`config.mk`:
```
export PLATFORM = sky130hd
export DESIGN_NAME = gpio_mask_port
export DESIGN_NICKNAME = d
export VERILOG_FILES = /design/src/rtl/gpio_mask_pkg.sv /design/src/rtl/gpio_in_sync.sv /design/src/rtl/gpio_addr_decode.sv /design/src/rtl/gpio_line_regs.sv /design/src/rtl/gpio_mask_port.sv
export SDC_FILE = /design/constraint.sdc
export NUM_CORES = 1
export LEC_CHECK = 0
export BUFFER_PORTS_ARGS = -buffer_cell sky130_fd_sc_hd__buf_2
export CAP_MARGIN = 15
export CELL_PAD_IN_SITES_DETAIL_PLACEMENT = 1
export CELL_PAD_IN_SITES_GLOBAL_PLACEMENT = 1
export CORE_MARGIN = 5
export CORE_UTILIZATION = 38
export DETAILED_ROUTE_END_ITERATION = 6
export MAX_ROUTING_LAYER = met4
export PLACE_DENSITY = 0.81
export SYNTH_ARGS = -nofsm -noshare
export SYNTH_HDL_FRONTEND = slang
export SYNTH_HIERARCHICAL = 1
export SYNTH_SLANG_ARGS = --single-unit
```
`constraint.sdc`:
```
create_clock -name clk -period 2.5 [get_ports clk]
set_input_delay 0.5 -clock clk [delete_from_list [all_inputs] [get_ports clk]]
set_output_delay 0.5 -clock clk [all_outputs]
set_load 0.02 [all_outputs]
```
`src/rtl/gpio_mask_pkg.sv`:
```
// Package: shared types for the bit-masked GPIO port.
// Assumes: users import it; holds no logic.
package gpio_mask_pkg;

    // Which register an access address falls into
    typedef enum logic [1:0] {
        RGN_DATA = 2'd0,
        RGN_DIR  = 2'd1,
        RGN_NONE = 2'd2
    } region_e;

endpackage

```
`src/rtl/gpio_in_sync.sv`:
```
// Module: two-stage synchronizer, one chain per input line.
// Assumes: pad inputs are asynchronous to clk; stages reset to 0.
module gpio_in_sync #(
    parameter int unsigned NUM_LINES = 8
) (
    input  logic                 clk,
    input  logic                 rst_n,
    input  logic [NUM_LINES-1:0] pad_i,
    output logic [NUM_LINES-1:0] sync_o
);

    logic [NUM_LINES-1:0] stage1_q;
    logic [NUM_LINES-1:0] stage2_q;

    for (genvar n = 0; n < NUM_LINES; n++) begin : g_line
        // Capture the pad into the first stage, then move it to the second
        always_ff @(posedge clk) begin
            if (!rst_n) begin
                stage1_q[n] <= 1'b0;
                stage2_q[n] <= 1'b0;
            end else begin
                stage1_q[n] <= pad_i[n];
                stage2_q[n] <= stage1_q[n];
            end
        end
    end

    assign sync_o = stage2_q;

endmodule

```
`src/rtl/gpio_addr_decode.sv`:
```
// Module: splits a byte offset into a register region and a line mask.
// Assumes: word-aligned offsets only; the mask is zero outside the data window.
module gpio_addr_decode
    import gpio_mask_pkg::*;
#(
    parameter int unsigned ADDR_W    = 12,
    parameter int unsigned NUM_LINES = 8,
    parameter int unsigned MASK_LSB  = 2,
    parameter int unsigned DIR_OFFS  = 'h400
) (
    input  logic [ADDR_W-1:0]    addr_i,
    output region_e              region_o,
    output logic [NUM_LINES-1:0] mask_o
);

    localparam int unsigned WIN_LSB  = MASK_LSB + NUM_LINES;
    localparam int unsigned WORD_W   = ADDR_W - MASK_LSB;
    localparam logic [WORD_W-1:0] DIR_WORD = WORD_W'(DIR_OFFS >> MASK_LSB);

    logic aligned;
    logic in_window;
    logic is_dir;

    // Classify the address into data window, direction register or nothing
    always_comb begin
        aligned   = (addr_i[MASK_LSB-1:0] == '0);
        in_window = aligned && (addr_i[ADDR_W-1:WIN_LSB] == '0);
        is_dir    = aligned && (addr_i[ADDR_W-1:MASK_LSB] == DIR_WORD);
        if (in_window)   region_o = RGN_DATA;
        else if (is_dir) region_o = RGN_DIR;
        else             region_o = RGN_NONE;
        mask_o = in_window ? addr_i[MASK_LSB +: NUM_LINES] : '0;
    end

endmodule

```
`src/rtl/gpio_line_regs.sv`:
```
// Module: per-line direction and output storage with masked, direction-gated writes.
// Assumes: at most one of wr_dir_i / wr_data_i is high in a cycle.
module gpio_line_regs #(
    parameter int unsigned NUM_LINES = 8
) (
    input  logic                 clk,
    input  logic                 rst_n,
    input  logic                 wr_dir_i,
    input  logic                 wr_data_i,
    input  logic [NUM_LINES-1:0] mask_i,
    input  logic [NUM_LINES-1:0] wdata_i,
    output logic [NUM_LINES-1:0] dir_o,
    output logic [NUM_LINES-1:0] out_o
);

    logic [NUM_LINES-1:0] dir_q;
    logic [NUM_LINES-1:0] out_q;

    // Load the whole direction register on a direction write
    always_ff @(posedge clk) begin
        if (!rst_n)        dir_q <= '0;
        else if (wr_dir_i) dir_q <= wdata_i;
    end

    for (genvar n = 0; n < NUM_LINES; n++) begin : g_line
        // Update one output bit only if selected and already an output
        always_ff @(posedge clk) begin
            if (!rst_n)
                out_q[n] <= 1'b0;
            else if (wr_data_i && mask_i[n] && dir_q[n])
                out_q[n] <= wdata_i[n];
        end
    end

    assign dir_o = dir_q;
    assign out_o = out_q;


    unselected_hold_chk: assert property (@(posedge clk) disable iff (!rst_n)
        wr_data_i |=> (((out_q ^ $past(out_q)) & ~$past(mask_i)) == '0));


    input_line_hold_chk: assert property (@(posedge clk) disable iff (!rst_n)
        1'b1 |=> (((out_q ^ $past(out_q)) & ~$past(dir_q)) == '0));


    dir_stable_chk: assert property (@(posedge clk) disable iff (!rst_n)
        !wr_dir_i |=> $stable(dir_q));

endmodule

```
`src/rtl/gpio_mask_port.sv`:
```
// Module: top of the bit-masked GPIO port: decode, registers, sync, read path.
// Assumes: byte register port with no wait states; read data is registered.
module gpio_mask_port
    import gpio_mask_pkg::*;
#(
    parameter int unsigned NUM_LINES = 8,
    parameter int unsigned ADDR_W    = 12,
    parameter int unsigned MASK_LSB  = 2,
    parameter int unsigned DIR_OFFS  = 'h400
) (
    input  logic                 clk,
    input  logic                 rst_n,
    input  logic [ADDR_W-1:0]    reg_addr,
    input  logic                 reg_wr,
    input  logic [NUM_LINES-1:0] reg_wdata,
    output logic [NUM_LINES-1:0] reg_rdata,
    input  logic [NUM_LINES-1:0] pin_in,
    output logic [NUM_LINES-1:0] pin_out,
    output logic [NUM_LINES-1:0] pin_oe
);

    region_e              region;
    logic [NUM_LINES-1:0] sel_mask;
    logic [NUM_LINES-1:0] dir_q;
    logic [NUM_LINES-1:0] out_q;
    logic [NUM_LINES-1:0] sync_in;
    logic [NUM_LINES-1:0] rd_next;
    logic [NUM_LINES-1:0] rdata_q;
    logic                 wr_dir;
    logic                 wr_data;

    gpio_addr_decode #(
        .ADDR_W    (ADDR_W),
        .NUM_LINES (NUM_LINES),
        .MASK_LSB  (MASK_LSB),
        .DIR_OFFS  (DIR_OFFS)
    ) i_decode (
        .addr_i   (reg_addr),
        .region_o (region),
        .mask_o   (sel_mask)
    );

    // Turn the write strobe into per-region write enables
    always_comb begin
        wr_dir  = reg_wr && (region == RGN_DIR);
        wr_data = reg_wr && (region == RGN_DATA);
    end

    gpio_line_regs #(
        .NUM_LINES (NUM_LINES)
    ) i_regs (
        .clk       (clk),
        .rst_n     (rst_n),
        .wr_dir_i  (wr_dir),
        .wr_data_i (wr_data),
        .mask_i    (sel_mask),
        .wdata_i   (reg_wdata),
        .dir_o     (dir_q),
        .out_o     (out_q)
    );

    gpio_in_sync #(
        .NUM_LINES (NUM_LINES)
    ) i_sync (
        .clk    (clk),
        .rst_n  (rst_n),
        .pad_i  (pin_in),
        .sync_o (sync_in)
    );

    // Select the read value: masked line values, direction bits, or zero
    always_comb begin
        case (region)
            RGN_DATA: rd_next = sel_mask & ((dir_q & out_q) | (~dir_q & sync_in));
            RGN_DIR:  rd_next = dir_q;
            default:  rd_next = '0;
        endcase
    end

    // Register the read value so it appears one cycle after the address
    always_ff @(posedge clk) begin
        if (!rst_n) rdata_q <= '0;
        else        rdata_q <= rd_next;
    end

    assign reg_rdata = rdata_q;
    assign pin_out   = out_q & dir_q;
    assign pin_oe    = dir_q;


    unselected_read_zero_chk: assert property (@(posedge clk) disable iff (!rst_n)
        (region == RGN_DATA) |=> ((reg_rdata & ~$past(sel_mask)) == '0));


    unmapped_read_zero_chk: assert property (@(posedge clk) disable iff (!rst_n)
        (region == RGN_NONE) |=> (reg_rdata == '0));


    undriven_pad_low_chk: assert property (@(posedge clk) disable iff (!rst_n)
        1'b1 |-> ((pin_out & ~pin_oe) == '0));

endmodule

```
==> reports/results.txt <==
Syn Nets: 202
Synth Area in Compound Gates: 9.412%
Setup Skew: 0.006447 ns
Via/cell ratio: 5.063
LEAKAGE: 0.0009566 µW
Die width: 78.98 µm
Area of the multi-input gates: 932.1 µm²
Initial antenna violation count: 0
Max_slew headroom: 61.98%
Routed length per instance: 15.30 µm
Worst Setup Start Kind: input pin
CTS tree: yes
Clk_lat worst skew: 0.29 ns
Clock share of power: 44.4%
Routability cong.: 0.7616
GRT Util Overall: 15.90%
Commonest non-fill, non-tap cell in the layout: buf_2
Number of hold buffers added after cts: 0
R2R Setup Slk: 1.67 ns
Max stage delay on crit path: 0.32 ns
Register area share after synthesis: 44.29%
Reg-to-Reg End: reg_rdata[1]
Min Tclk post-route: 1.882 ns
# rows: 25
# resized after CTS: 0
Max Cap Viol: 0
Cell count of the worst hold path: 2
H-tree depth: 2
Vias in the first global route: 1552
First drt pass iteration count: 4
Hold Startpoint: pin_in[1]
Die Y: 78.98 µm
Ant diodes: 0
First-pass GRT wire length: 7521 µm
Maximum fanout along the worst path: 11
Max Freq: 531.5 MHz
Setup Fix Bufs, Post-CTS: 0
Hold path endpoint: i_sync/stage1_q[1]
Synth Instances: 171
Post-synthesis cell area: 0.001808 mm²
Post-DP HPWL: 3200 µm
CP Data Required Time: 2.69 ns
DR iter-0 viols: 49
Final #Nets: 261
# DRC: 0
Final ANT Viol Nets: 0
Flop pwr share: 50.2%
Largest net degree at the start of global routing: 38
CP arrival: 2.07 ns
CP Cell Sequence: buf_2, nor3_1, and4_1, nor2_1, nor3b_1, buf_4, nand3_1, mux2i_1
Max VDD drop: 0.2786 mV
CP max stage cell: nor3b_1
Worst Hold Class: input pin to flip-flop
GR Overflow Total: 0
Comb pwr share: 5.4%
Die area: 0.006237 mm²
Overall via count from detail_route: 1443
RSZ-0062 raised after global routing: false
Largest family of logic cells by synthesized area: simple AND/OR/NAND/NOR gates
Core area: 0.004661 mm²
Clk buf depth: 2
Net Sw Frac: 20.26%
Mux contribution to synthesized area: 8.858%
Worst slew pin tran: 0.5702 ns
Reg area: 800.8 µm²
# port buffers: 54
Final Power: 1299 µW
CTS Buf Count: 5
Root buf cell: clkbuf_8
Syn. warnings: 6
Status: finished clean
Fraction of the mapped netlist area in adder cells: 0%
CTS sink count: 40
Mean post-synth cell area: 10.57 µm²
Area grow syn2layout: 24.43%
Synth cell types: 22
Cell-internal power: 1036 µW
Top-level port count: 55
Crit end category: flip-flop
Reg2reg path depth: 2
FILL cells: 524
Synth Area in XOR/XNOR: 0%
Register bit total from synthesis: 40
Fin. Hold Viols: 0
Initial Utilization: 38.79%
Setup CP Type: input pin to flip-flop
Layout cells sized above 1: 42.86%
Critical R2R Launch: i_regs/dir_o[1]
Routed wire length: 4361 µm
Max Slew Vio Count: 0
Switching pwr: 263.1 µW
TNS Setup: 0 ns
PwrDens: 577.2 mW/mm²
Most frequent cells in the layout: 54 x buf_2, 40 x dfxtp_1, 20 x and2_1, 16 x mux2i_1, 16 x nand2_1
Hold slack: 0.4086 ns
Final setup violation count: 0
Period Utilization, post-route: 75.26%
Clock Pin Slew Worst Setup and Hold Paths: 0.08 ns
Post-synthesis simple-gate area fraction: 33.29%
-- how the worst max path moves through the flow --
stage                start              end  cells after the start
2_1_floorplan  reg_addr[5]  i_regs/dir_o[0]                      8
4_1_cts        reg_addr[5]  i_regs/out_o[6]                      8
6_report       reg_addr[4]  i_regs/out_o[6]                      8
5_1_grt        reg_addr[5]  i_regs/out_o[5]                      8
3_5_place_dp   reg_addr[4]  i_regs/out_o[6]                      8
3_3_place_gp   reg_addr[4]  i_regs/out_o[6]                      8
-- metrics by stage --
step	instances	setup slack (ns)	util (%)	instance area [µm²]
after global routing	285	0.4525	48.27	2250
after global placement	277	0.3586	45.56	2123
final	285	0.6184	48.27	2250
after detailed placement	277	0.3548	45.56	2123
after floorplan	171	0.4794	-	1808
after CTS	285	0.6537	48.27	2250
-- synthesized netlist by cell type --
cell type | instances | share of area, %
buf_2 | 3 | 0.83
nor3b_1 | 1 | 0.42
nand4bb_1 | 8 | 5.0
and3b_1 | 1 | 0.48
nor4b_1 | 1 | 0.48
and2_1 | 20 | 6.9
nand2_1 | 16 | 3.3
mux2i_1 | 16 | 8.9
dfxtp_1 | 40 | 44
nor3_1 | 2 | 0.55
nand2b_4 | 1 | 0.76
nor2_1 | 2 | 0.42
nand3b_1 | 8 | 3.3
and4_1 | 1 | 0.48
buf_6 | 4 | 2.5
o22ai_2 | 8 | 5.5
a21oi_2 | 8 | 3.9
buf_4 | 2 | 0.83
and2_2 | 12 | 5.0
nor4_4 | 1 | 1.2
nand3_1 | 8 | 2.2
nor2b_1 | 8 | 2.8
-- area by class of cell --
class                      count  share of cell area, %
clock buffer                   7                  4.283
tap                           54                  3.003
timing repair buffer          61                  14.35
clock inverter                 1                  1.335
multi-input combinational    122                  41.43
sequential                    40                  35.60
-- power by group through the flow --
| stage | logic, µW | clock network, µW | registers, µW |
|---|---|---|---|
| 2_1_floorplan | 34.8 | 0 | 665 |
| 3_3_place_gp | 69.5 | 0 | 666 |
| 3_5_place_dp | 70.4 | 0 | 667 |
| 4_1_cts | 71.0 | 592 | 651 |
| 5_1_grt | 78.7 | 624 | 652 |
| 6_report | 70.3 | 577 | 651 |
-- state kept, by name (all words and copies together), names as in the netlist --
signal / flops
i_regs/dir_o: 8
i_regs/out_o: 8
i_sync/stage1_q: 8
i_sync/sync_o: 8
reg_rdata: 8
-- critical path: cells and delay by family --
family / cells / cell delay (ns)
AND/OR/NAND/NOR: 5 / 1.11
buffers and inverters: 2 / 0.31
multiplexers: 1 / 0.14
-- metal layers --
metal | wire, µm | share of wire (%) | track usage (%) | vias to the layer above
met5 | 0 | 0 | - | -
met1 | 1976 | 45 | 19.59 | 681
met3 | 247 | 5.7 | 5.329 | 7
met2 | 2085 | 48 | 24.83 | 42
li1 | - | - | - | 713
met4 | 52 | 1.2 | 4.639 | 0
-- cells by family (layout without fill, tap and decap cells) --
logic type / after synthesis / after routing
and+or+nand+nor: 90 / 90
AOI/OAI and AO/OA: 16 / 16
buffers and inverters: 9 / 69
DFF: 40 / 40
muxes: 16 / 16
Note: power is estimated with default switching activity, not from simulation.
